--- config.mk ---
export PLATFORM = sky130hd
export DESIGN_NAME = pd5_modulator
export DESIGN_NICKNAME = d
export VERILOG_FILES = /design/src/rtl/pd5_pkg.sv /design/src/rtl/pd5_sine_ref.sv /design/src/rtl/pd5_carrier.sv /design/src/rtl/pd5_level_map.sv /design/src/rtl/pd5_dead_band.sv /design/src/rtl/pd5_modulator.sv
export SDC_FILE = /design/constraint.sdc
export NUM_CORES = 1
export LEC_CHECK = 0
export ABC_AREA = 1
export BUFFER_PORTS_ARGS = -buffer_cell sky130_fd_sc_hd__buf_4
export CAP_MARGIN = 5
export CORE_MARGIN = 5
export CORE_UTILIZATION = 35
export CTS_CLUSTER_DIAMETER = 60
export DETAILED_ROUTE_END_ITERATION = 12
export PLACE_DENSITY_LB_ADDON = 0.05
export SETUP_SLACK_MARGIN = 0.2
export SYNTH_ARGS = -nofsm -noshare
export SYNTH_HDL_FRONTEND = slang
export SYNTH_SLANG_ARGS = --single-unit
--- constraint.sdc ---
create_clock -name clk -period 15.2 [get_ports clk]
set_input_delay 1.52 -clock clk [delete_from_list [all_inputs] [get_ports clk]]
set_output_delay 1.52 -clock clk [all_outputs]
set_load 0.03 [all_outputs]
--- src/rtl/pd5_pkg.sv ---
// Shared types for the five-level modulator.
// Assumes three legs: two fast legs and one line-frequency leg.
package pd5_pkg;
    // Which switch of a leg is driven
    typedef enum logic [1:0] {
        LEG_OFF = 2'd0,
        LEG_HI  = 2'd1,
        LEG_LO  = 2'd2
    } leg_t;

    localparam int NUM_LEGS = 3;
    localparam int LEG_X    = 0;
    localparam int LEG_LINE = 1;
    localparam int LEG_Y    = 2;
endpackage

--- src/rtl/pd5_sine_ref.sv ---
// Reference generator: a phase accumulator addresses a quarter-wave sine
// table that is computed at elaboration. The result is scaled by the
// modulation index into carrier count units, so full scale is 2*CAR_MAX.
// Assumes mod index / 2^MI_W is the amplitude fraction.
module pd5_sine_ref #(
    parameter int PHASE_W = 24,
    parameter int LUT_AW  = 6,
    parameter int LUT_W   = 16,
    parameter int MI_W    = 8,
    parameter int CAR_MAX = 255,
    parameter int MAG_W   = 9
) (
    input  logic               clk,
    input  logic               rst_n,
    input  logic [PHASE_W-1:0] step_i,
    input  logic [MI_W-1:0]    mod_index_i,
    output logic [MAG_W-1:0]   mag_o,
    output logic               neg_o
);
    localparam int  QN      = 1 << LUT_AW;
    localparam int  TOP_W   = LUT_AW + 2;
    localparam int  SHIFT   = PHASE_W - TOP_W;
    localparam int  PROD_W  = LUT_W + MI_W + MAG_W;
    localparam int  LUT_MAX = (1 << LUT_W) - 1;
    localparam real PI_R    = 3.141592653589793;

    logic [LUT_W-1:0]   lut [QN];
    logic [PHASE_W-1:0] phase_q;
    logic [TOP_W-1:0]   top_bits;
    logic [LUT_AW-1:0]  idx;
    logic [PROD_W-1:0]  prod;

    // Table entries sampled at the centre of each quarter-wave step
    for (genvar i = 0; i < QN; i++) begin : g_lut
        localparam real ANGLE = (real'(i) + 0.5) * PI_R / (2.0 * real'(QN));
        localparam int  CODE  = $rtoi($sin(ANGLE) * real'(LUT_MAX) + 0.5);
        assign lut[i] = LUT_W'(CODE);
    end

    // Phase accumulation, one step per clock
    always_ff @(posedge clk) begin
        if (!rst_n) phase_q <= '0;
        else        phase_q <= phase_q + step_i;
    end

    // Quadrant folding and amplitude scaling
    always_comb begin
        top_bits = TOP_W'(phase_q >> SHIFT);
        idx      = top_bits[TOP_W-2] ? ~top_bits[LUT_AW-1:0] : top_bits[LUT_AW-1:0];
        prod     = PROD_W'(lut[idx]) * PROD_W'(mod_index_i) * PROD_W'(2 * CAR_MAX);
    end

    // Register magnitude and half-wave sign
    always_ff @(posedge clk) begin
        if (!rst_n) begin
            mag_o <= '0;
            neg_o <= 1'b0;
        end else begin
            mag_o <= MAG_W'(prod >> (LUT_W + MI_W));
            neg_o <= top_bits[TOP_W-1];
        end
    end

    AST_MAG_LIMIT: assert property (@(posedge clk) disable iff (!rst_n)
        mag_o <= MAG_W'(2 * CAR_MAX));
endmodule

--- src/rtl/pd5_carrier.sv ---
// Triangular carrier: an up/down counter over 0..CAR_MAX that steps once
// every div_i+1 clocks. The upper carrier is this value plus CAR_MAX, so
// both carriers share one phase. Assumes CAR_MAX >= 2.
module pd5_carrier #(
    parameter int CAR_MAX = 255,
    parameter int CAR_W   = 8,
    parameter int DIV_W   = 16
) (
    input  logic             clk,
    input  logic             rst_n,
    input  logic [DIV_W-1:0] div_i,
    output logic [CAR_W-1:0] car_o
);
    logic [DIV_W-1:0] div_q;
    logic             up_q;

    // Prescaler and triangle counting
    always_ff @(posedge clk) begin
        if (!rst_n) begin
            div_q <= '0;
            car_o <= '0;
            up_q  <= 1'b1;
        end else if (div_q >= div_i) begin
            div_q <= '0;
            if (up_q) begin
                car_o <= car_o + CAR_W'(1);
                if (car_o + CAR_W'(1) == CAR_W'(CAR_MAX)) up_q <= 1'b0;
            end else begin
                car_o <= car_o - CAR_W'(1);
                if (car_o == CAR_W'(1)) up_q <= 1'b1;
            end
        end else begin
            div_q <= div_q + DIV_W'(1);
        end
    end

    AST_CARRIER_BOUNDS: assert property (@(posedge clk) disable iff (!rst_n)
        car_o <= CAR_W'(CAR_MAX));
    AST_CARRIER_STEP: assert property (@(posedge clk) disable iff (!rst_n)
        (car_o == $past(car_o)) || (car_o == $past(car_o) + CAR_W'(1))
        || (car_o + CAR_W'(1) == $past(car_o)));
endmodule

--- src/rtl/pd5_level_map.sv ---
// Comparator stage and switch-state mapping. The reference magnitude is
// compared with the lower and upper carriers; the count of carriers
// exceeded (0..2) and the sign set the wanted state of every leg. Each
// entry into count 1 swaps which fast leg carries the single level.
module pd5_level_map
    import pd5_pkg::*;
#(
    parameter int CAR_MAX = 255,
    parameter int CAR_W   = 8,
    parameter int MAG_W   = 9
) (
    input  logic             clk,
    input  logic             rst_n,
    input  logic [MAG_W-1:0] mag_i,
    input  logic             neg_i,
    input  logic [CAR_W-1:0] car_i,
    output leg_t             want_x_o,
    output leg_t             want_line_o,
    output leg_t             want_y_o
);
    logic       lo_hit, hi_hit;
    logic [1:0] count_d, count_q;
    logic       neg_q, sel_q;
    logic       x_alt, y_alt;

    // Two comparators against the stacked carriers
    always_comb begin
        lo_hit  = mag_i > MAG_W'(car_i);
        hi_hit  = mag_i > (MAG_W'(car_i) + MAG_W'(CAR_MAX));
        count_d = 2'(lo_hit) + 2'(hi_hit);
    end

    // Register count and sign, swap the redundant choice on each entry into one
    always_ff @(posedge clk) begin
        if (!rst_n) begin
            count_q <= '0;
            neg_q   <= 1'b0;
            sel_q   <= 1'b0;
        end else begin
            count_q <= count_d;
            neg_q   <= neg_i;
            if (count_d == 2'd1 && count_q != 2'd1) sel_q <= ~sel_q;
        end
    end

    // Leg states: fast legs point against the line leg per counted level
    always_comb begin
        x_alt       = (count_q == 2'd2) || (count_q == 2'd1 && !sel_q);
        y_alt       = (count_q == 2'd2) || (count_q == 2'd1 &&  sel_q);
        want_line_o = neg_q ? LEG_LO : LEG_HI;
        if (neg_q) begin
            want_x_o = x_alt ? LEG_HI : LEG_LO;
            want_y_o = y_alt ? LEG_HI : LEG_LO;
        end else begin
            want_x_o = x_alt ? LEG_LO : LEG_HI;
            want_y_o = y_alt ? LEG_LO : LEG_HI;
        end
    end

    AST_COUNT_RANGE: assert property (@(posedge clk) disable iff (!rst_n)
        count_q != 2'd3);
endmodule

--- src/rtl/pd5_dead_band.sv ---
// Per-leg dead band and halt. A change of the wanted switch first turns
// the leg fully off. The new switch is turned on once the off time has
// reached dead_i cycles. A low run_i turns the leg off at the next edge.
module pd5_dead_band
    import pd5_pkg::*;
#(
    parameter int DEAD_W = 8
) (
    input  logic              clk,
    input  logic              rst_n,
    input  logic              run_i,
    input  leg_t              want_i,
    input  logic [DEAD_W-1:0] dead_i,
    output logic              hi_o,
    output logic              lo_o
);
    leg_t              cur_q;
    logic [DEAD_W-1:0] cnt_q;
    logic [DEAD_W:0]   gap_q;

    // Break-before-make sequencing of one leg
    always_ff @(posedge clk) begin
        if (!rst_n || !run_i) begin
            cur_q <= LEG_OFF;
            cnt_q <= '0;
        end else if (want_i != cur_q) begin
            if (cur_q != LEG_OFF) begin
                cur_q <= LEG_OFF;
                cnt_q <= '0;
            end else if (cnt_q >= dead_i) begin
                cur_q <= want_i;
            end else begin
                cnt_q <= cnt_q + DEAD_W'(1);
            end
        end
    end

    assign hi_o = (cur_q == LEG_HI);
    assign lo_o = (cur_q == LEG_LO);

    // Off-time observer for the dead-band check
    always_ff @(posedge clk) begin
        if (!rst_n || cur_q != LEG_OFF) gap_q <= '0;
        else if (gap_q != '1)           gap_q <= gap_q + (DEAD_W+1)'(1);
    end

    AST_DEAD_GAP: assert property (@(posedge clk) disable iff (!rst_n)
        (cur_q != LEG_OFF && $past(cur_q) == LEG_OFF)
        |-> ($past(gap_q) >= {1'b0, $past(dead_i)}));
endmodule

--- src/rtl/pd5_modulator.sv ---
// Top of the five-level modulator: reference, carriers, comparator mapping
// and one dead-band stage per leg. The level code is decoded from the gates
// actually driven. Assumes equal dc-bus halves.
module pd5_modulator
    import pd5_pkg::*;
#(
    parameter int PHASE_W = 24,
    parameter int LUT_AW  = 6,
    parameter int LUT_W   = 16,
    parameter int MI_W    = 8,
    parameter int CAR_MAX = 255,
    parameter int DIV_W   = 16,
    parameter int DEAD_W  = 8
) (
    input  logic                clk,
    input  logic                rst_n,
    input  logic                enable_i,
    input  logic                fault_i,
    input  logic [PHASE_W-1:0]  ref_step_i,
    input  logic [DIV_W-1:0]    car_div_i,
    input  logic [MI_W-1:0]     mod_index_i,
    input  logic [DEAD_W-1:0]   dead_i,
    output logic [5:0]          gate_o,
    output logic signed [2:0]   level_o
);
    localparam int CAR_W  = $clog2(CAR_MAX + 1);
    localparam int MAG_W  = $clog2(2 * CAR_MAX + 1);
    localparam int GATE_W = 2 * NUM_LEGS;

    logic [MAG_W-1:0]  mag_w;
    logic              neg_w;
    logic [CAR_W-1:0]  car_w;
    leg_t              want_w [NUM_LEGS];
    logic [GATE_W-1:0] gate_w;
    logic              run_w;
    logic [1:0]        pos_cnt, neg_cnt;
    logic signed [2:0] level_w;

    assign run_w = enable_i & ~fault_i;

    pd5_sine_ref #(
        .PHASE_W(PHASE_W), .LUT_AW(LUT_AW), .LUT_W(LUT_W),
        .MI_W(MI_W), .CAR_MAX(CAR_MAX), .MAG_W(MAG_W)
    ) u_ref (
        .clk(clk), .rst_n(rst_n), .step_i(ref_step_i),
        .mod_index_i(mod_index_i), .mag_o(mag_w), .neg_o(neg_w)
    );

    pd5_carrier #(
        .CAR_MAX(CAR_MAX), .CAR_W(CAR_W), .DIV_W(DIV_W)
    ) u_car (
        .clk(clk), .rst_n(rst_n), .div_i(car_div_i), .car_o(car_w)
    );

    pd5_level_map #(
        .CAR_MAX(CAR_MAX), .CAR_W(CAR_W), .MAG_W(MAG_W)
    ) u_map (
        .clk(clk), .rst_n(rst_n), .mag_i(mag_w), .neg_i(neg_w), .car_i(car_w),
        .want_x_o(want_w[LEG_X]), .want_line_o(want_w[LEG_LINE]),
        .want_y_o(want_w[LEG_Y])
    );

    // One dead-band stage per leg
    for (genvar p = 0; p < NUM_LEGS; p++) begin : g_leg
        pd5_dead_band #(.DEAD_W(DEAD_W)) u_db (
            .clk(clk), .rst_n(rst_n), .run_i(run_w), .want_i(want_w[p]),
            .dead_i(dead_i), .hi_o(gate_w[2*p]), .lo_o(gate_w[2*p+1])
        );
    end

    assign gate_o = gate_w;

    // Level implied by the driven gate state
    always_comb begin
        pos_cnt = 2'(gate_w[2*LEG_X+1]) + 2'(gate_w[2*LEG_Y+1]);
        neg_cnt = 2'(gate_w[2*LEG_X])   + 2'(gate_w[2*LEG_Y]);
        if (gate_w[2*LEG_LINE])        level_w = $signed({1'b0, pos_cnt});
        else if (gate_w[2*LEG_LINE+1]) level_w = -$signed({1'b0, neg_cnt});
        else                           level_w = 3'sd0;
    end

    assign level_o = level_w;

    AST_GATES_QUIET: assert property (@(posedge clk) disable iff (!rst_n)
        (!enable_i || fault_i) |=> (gate_o == '0));
endmodule

# After elaboration in Yosys (flattened, before gate mapping)
# Memory sizes are Yosys's and may differ from the RTL's.
# Cells that the tools add are included.
# W data, S select, Z words.
[classes]
mul = 2
n_addsub = 12
eq_ne = 18
reduce_logical = 22
mux = 28
n_lt_le_gt_ge = 7
bitwise = 6
[ops]
columns = ["operator", "n"]
rows = [
  ["$mux W8", 7],
  ["$add A8 B1 Y8 const B", 4],
  ["$mul A24 B8 Y32 const B", 1],
  ["$mux W16", 2],
  ["$mux W2", 13],
  ["$add A24 B24 Y24", 1],
  ["$ge A8 B8 Y1", 3],
  ["$mul A16 B8 Y24", 1],
  ["$add A16 B1 Y16 const B", 1],
  ["$ge A16 B16 Y1", 1],
  ["$reduce_and A2 Y1", 6],
  ["$reduce_bool A2 Y1", 6],
  ["$eq A2 B1 Y1 const B", 5],
  ["$add A8 B8 Y9 const B", 1],
  ["$gt A9 B8 Y1", 1],
  ["$gt A9 B9 Y1", 1],
  ["$eq A2 B2 Y1 const B", 4],
  ["$eq A8 B1 Y1 const B", 1],
  ["$eq A8 B8 Y1 const B", 1],
  ["$sub A8 B1 Y8 const B", 1],
  ["$ge A7 B7 Y1 const B", 1],
  ["$not A6 Y7", 1],
  ["$add A1 B1 Y2", 3],
  ["$mux W3", 2],
  ["13 further kinds", 27],
]
[word_totals]
reg_bits = 93
output_inout_bits = 9
mem_count = 1
elab_cells = 111
in_bits = 60
romBits = 1024
[mem_list]
columns = ["name", "depth", "word_bits", "read_ports", "rd_ports_with_merged_regs", "wr", "line_no", "text"]
rows = [
  ["(name not given)", 64, 16, 1, 0, 0, "pd5_sine_ref.sv:50", "prod = PROD_W'(lut[idx]) * PROD_W'(mod_index_i) * PROD_W'(2 * CAR_MAX);"],
]

# Logic depth before layout (Yosys ltp)
[logic_depth]
depth_word = 8
mapped_depth = 54
mapped_depth_nobuf = 52

# Cells and area by module
# A second synthesis with hierarchy kept.
[hier_totals]
cells_unflattened = 2637
area_unflattened_um2 = 17793.3
[by_module_without_submodules]
columns = ["mod", "cells_each", "seq_area_each_um2", "n_inst", "area_per_inst_um2"]
rows = [
  ["pd5_sine_ref", 1832, 680.7, 1, 12609.6],
  ["pd5_dead_band", 125, 200.2, 3, 802.0],
  ["pd5_carrier", 295, 500.5, 1, 1930.6],
  ["pd5_level_map", 120, 80.1, 1, 765.7],
  ["pd5_modulator", 15, 0.0, 1, 81.3],
]

# Worst setup path before layout
# OpenSTA, ideal clock, no wires.
[synth_timing]
kind = "in2reg"
start = "in mod_index_i[7]"
end = "reg u_ref.mag_o[6]"
path_buffers = 2
t_required_ns = 15.085
arrival_ns = 9.149
path_slack_ns = 5.936
stages = 35
setup_ns = 0.115
cell_sequence = "inv_1 clkbuf_1 nor2_1 fa_1 inv_1 fa_1 fa_1 fa_1 inv_1 ha_1 clkbuf_1 nand2_1 o21ai_0 a21oi_1 nand3_1 xor2_1 inv_1 fa_1 inv_1 fa_1 inv_1 fa_1 inv_1 fa_1 inv_1 ha_1 nand2_1 nor2_1 inv_1 nor3_1 nand2_1 nor2_1 nand2_1 a21oi_1 nor2_1"
[synth_between]
elab_chain_cells = 2
[synth_lines]
columns = ["element", "line_no", "text"]
rows = [
  ["start: declaration", "pd5_modulator.sv:21", "input logic [MI_W-1:0] mod_index_i,"],
  ["$mul A16 B8 Y24", "pd5_sine_ref.sv:50", ""],
  ["$mul A24 B8 Y32", "pd5_sine_ref.sv:50", ""],
  ["end signal: assignment", "pd5_sine_ref.sv:59", "mag_o <= MAG_W'(prod >> (LUT_W + MI_W));"],
  ["end: declaration", "pd5_sine_ref.sv:17", "output logic [MAG_W-1:0] mag_o,"],
]
# Every way passes these cells.
# A chain may end at the register's enable or synchronous reset.

# Final worst setup path
[layout_timing]
start = "reg u_ref.phase_q[22]"
end = "reg u_ref.mag_o[6]"
[layout_between]
elab_chain_cells = 7
[layout_lines]
columns = ["element", "line_no", "text"]
rows = [
  ["start: declaration", "pd5_sine_ref.sv:28", "logic [PHASE_W-1:0] phase_q;"],
  ["start signal: assignment", "pd5_sine_ref.sv:43", "else phase_q <= phase_q + step_i;"],
  ["$mux W6", "pd5_sine_ref.sv:49", "idx = top_bits[TOP_W-2] ? ~top_bits[LUT_AW-1:0] : top_bits[LUT_AW-1:0];"],
  ["$not A6 Y7 (implied by the code)", "pd5_sine_ref.sv:50", ""],
  ["$mem_v2 Z64 W16", "--", ""],
  ["$mux W16 (implied by the code) (2 in series)", "pd5_sine_ref.sv:50", ""],
  ["$mul A16 B8 Y24", "pd5_sine_ref.sv:50", ""],
  ["$mul A24 B8 Y32", "pd5_sine_ref.sv:50", ""],
]
# Every way passes these cells. The select of a mux whose other input is x is not followed.

==> key figures <==
Global routing
  – Maximum number of pins on one net before global-route repair: 47
  – Number of global-route vias before repair: 15802
  – First-pass GRT wire length: 79400 um
  – GR Util All Layers: 17.7%
  – Total congestion overflow after global routing: 0
  – Antenna violations before repair: 0

Setup path
  – Largest fanout on the critical path: 14
  – Crit path required time: 15500 ps
  – Critical Path Max Stage Delay: 1110 ps
  – Family with the most delay on the worst path: adder cells
  – Startpoint type of the worst setup path: flip-flop
  – Category of the worst setup path capture point: flip-flop
  – Worst flop-to-flop path startpoint: u_ref.phase_q[22]
  – Reg-to-reg setup timing slack: 4470 ps
  – Number of cells on the worst reg-to-reg path: 44
  – Sum of buffers and inverters on the critical path: 11
  – Cell with the largest stage delay on the worst path: dfxtp_1
  – Signal arrival time at the worst endpoint: 11020 ps
  – Critical Setup Path Class: reg -> reg
  – Reg-to-Reg End: u_ref.mag_o[6]

Clock network
  – Post-CTS Resized: 0
  – Postcts setup bufs: 0
  – Post-cts hold buffer count: 0
  – Clk slew on worst S/H paths: 90 ps
  – Clock tree from TritonCTS: built
  – CTS Buffer Depth: 2
  – Buffer type at the clock tree root: clkbuf_16
  – Clock tree sinks: 93
  – Worst-Skew Late Latency: 380 ps
  – H-tree levels: 3
  – Total clock buffers created by CTS: 9

Flow run
  – Maxcap violations: 0

Min path
  – Min-Delay Startpoint: u_ref.neg_o
  – Endpoint of the worst hold path: u_map.neg_q
  – Hold/Removal Path Class: reg -> reg
  – Hold path depth: 2

Place
  – Weighted congestion reported at the end of routability-driven placement: 0.917
  – Number of buffers added on ports: 68
  – Post-detail-place hpwl: 39000 um
  – Worst-case setup slack after placement: 4500 ps

Route
  – Iter 0 DRT Violations: 836
  – Vias after detailed routing: 15583
  – DRT antenna net count: 0
  – Per-cell routed wire length: 14.2 um
  – Residual DRC count: 0
  – Number of optimization iterations in the first detailed-route pass: 7
  – Via-to-Cell Ratio: 4.83
  – WL final: 45800 um

Yosys
  – Mapped Nets: 2964
  – Post-synthesis cell type with the largest combined area: fa_1
  – Number of distinct standard cells referenced by the synthesized netlist: 53
  – Top-area cell type share of the netlist area: 21.8%
  – Cells taking the most area after synthesis: fa_1, ha_1, nand2_1
  – Number of enable-type register cells in the synthesized netlist: 0
  – Sequential cell area fraction in the yosys report: 10.8%
  – Gate count after technology mapping: 2523
  – Synth warnings: 0
  – Synthesis-stage register bit count: 93
  – Most frequently used flop master after synthesis: dfxtp_1
  – Average size of a mapped cell: 6.85 um2
  – Area of the mapped netlist: 17300 um2
  – Async set-or-reset flop fraction in the synthesized netlist: 0%

Die
  – Starting density of the core: 35.4%
  – Die Y: 232 um
  – IO Count: 69
  – Die footprint: 53900 um2
  – Die Width: 232 um
  – Site Rows: 81
  – Area of the core: 48800 um2

Timing
  – RSZ-0062 raised after global routing: false
  – Largest clock skew in the final design: 18.1 ps
  – Final setup margin: 4470 ps
  – Peak clock frequency supported by timing: 93.2 MHz
  – Final clock period utilization by the worst path: 70.6%
  – Max Slew Vio Count: 0
  – Final Setup Violations: 0
  – Worst-case headroom to the max-slew limit: 21.7%
  – Worst Tran Pin Value: 1170 ps
  – Final TNS setup: 0 ps
  – Final Hold Violating Endpoints: 0
  – Clock period minus final worst setup slack: 10730 ps

Status
  – Run status: complete, no violations

Finish
  – Net count, final: 2997
  – Area grow syn2layout: 7.98%
  – Antenna fix cells: 0
  – Share of layout cells above drive strength 1: 5.27%
  – Count of filler cells inserted in the layout: 5366
tightest hold or removal path, delay by kind of cell (launching register included):
| kind | cells | cell delay [ps] |
|---|---|---|
| flip-flops | 1 | 320 |
| AND/OR/NAND/NOR | 1 | 50 |
| buffers and inverters | 1 | 40 |
layout by cell type, fill, tap and decap left out, types with 3 or more instances in the layout:
cell type / count
a21o_1: 8
a21oi_1: 175
a21oi_2: 3
a31oi_1: 3
buf_4: 74
clkbuf_16: 9
dfxtp_1: 93
fa_1: 188
ha_1: 193
inv_1: 505
inv_2: 3
nand2_1: 558
nand2_2: 17
nand2_4: 3
nand3_1: 175
nand3_2: 5
nand3b_1: 5
nand4_1: 41
nor2_1: 283
nor3_1: 28
nor3b_1: 4
nor4_1: 3
o211ai_1: 3
o21a_1: 8
o21ai_0: 67
o21bai_1: 17
xnor2_1: 18
xnor2_2: 4
xor2_1: 35
state kept, by name, indices dropped and copies added, names as in the netlist:
signal	flops
u_ref.neg_o	1
g_leg.u_db.cur_q	6
u_ref.phase_q	24
u_map.neg_q	1
g_leg.u_db.cnt_q	24
u_map.count_q	2
u_car.up_q	1
u_map.sel_q	1
u_ref.mag_o	9
u_car.div_q	16
u_car.car_o	8
metrics by stage:
step	util, %	hold WS [ps]	cells	instance area (um2)
CTS	38.2	439	3224	18700
finish	38.2	431	3224	18700
global placement	37.6	409	3209	18400
detailed placement	37.6	411	3209	18400
global route	38.2	463	3224	18700
floorplan	-	390	2523	17300
worst max path at each step:
| stage | slack, ps | endpoint | from | cells after the start |
|---|---|---|---|---|
| global route | 3610 | u_ref.mag_o[6] | u_ref.phase_q[22] | 42 |
| detailed placement | 4500 | u_ref.mag_o[6] | u_ref.phase_q[22] | 43 |
| floorplan | 5940 | u_ref.mag_o[6] | mod_index_i[7] | 35 |
| global placement | 4580 | u_ref.mag_o[6] | u_ref.phase_q[22] | 43 |
| finish | 4470 | u_ref.mag_o[6] | u_ref.phase_q[22] | 44 |
| CTS | 4440 | u_ref.mag_o[6] | u_ref.phase_q[22] | 44 |
cells in the mapped netlist, drive strengths merged (2+ instances only):
| cell | instances |
|---|---|
| dfxtp | 93 |
| o21a | 8 |
| nor2 | 285 |
| fa | 188 |
| nand3b | 5 |
| xor2 | 39 |
| o21bai | 17 |
| nand3 | 180 |
| nand2 | 578 |
| buf | 28 |
| a31oi | 3 |
| xnor2 | 23 |
| nor3 | 28 |
| a21boi | 2 |
| nand4 | 41 |
| a211oi | 2 |
| nor4 | 3 |
| a21oi | 179 |
| nor3b | 4 |
| ha | 193 |
| o21ai | 71 |
| o211ai | 3 |
| a21o | 8 |
| inv | 508 |
| clkbuf | 24 |
kinds of logic (layout without fill, tap and decap cells):
| family | count (synthesis) | count (layout) | share of synthesized area (%) |
|---|---|---|---|
| xor+xnor | 62 | 62 | 3.73 |
| compound gates | 298 | 298 | 9.51 |
| simple gates | 1128 | 1128 | 27.5 |
| flops | 93 | 93 | 10.8 |
| buf+inv | 561 | 598 | 12.7 |
| fa+ha+maj | 381 | 381 | 35.8 |
layer usage:
| metal | GRT usage (%) | wire length (um) | share of wire (%) |
|---|---|---|---|
| met3 | 1.60 | 1660 | 3.6 |
| met2 | 29.9 | 21300 | 47 |
| met5 | 0 | 0 | 0 |
| met1 | 24.1 | 21500 | 47 |
| met4 | 5.34 | 1300 | 2.8 |
cell type report:
cell class / count / area, um2 / area share (%)
tap: 664 / 831 / 4.45
clock buffer: 10 / 239 / 1.28
sequential: 93 / 1860 / 9.98
inverter: 509 / 1910 / 10.2
multi-input combinational: 1869 / 13200 / 70.8
timing repair buffer: 74 / 556 / 2.98
clock inverter: 5 / 45.0 / 0.241
Power is not shown: default switching activity piles up to over one toggle a cycle in this logic, so the estimate is an artifact.
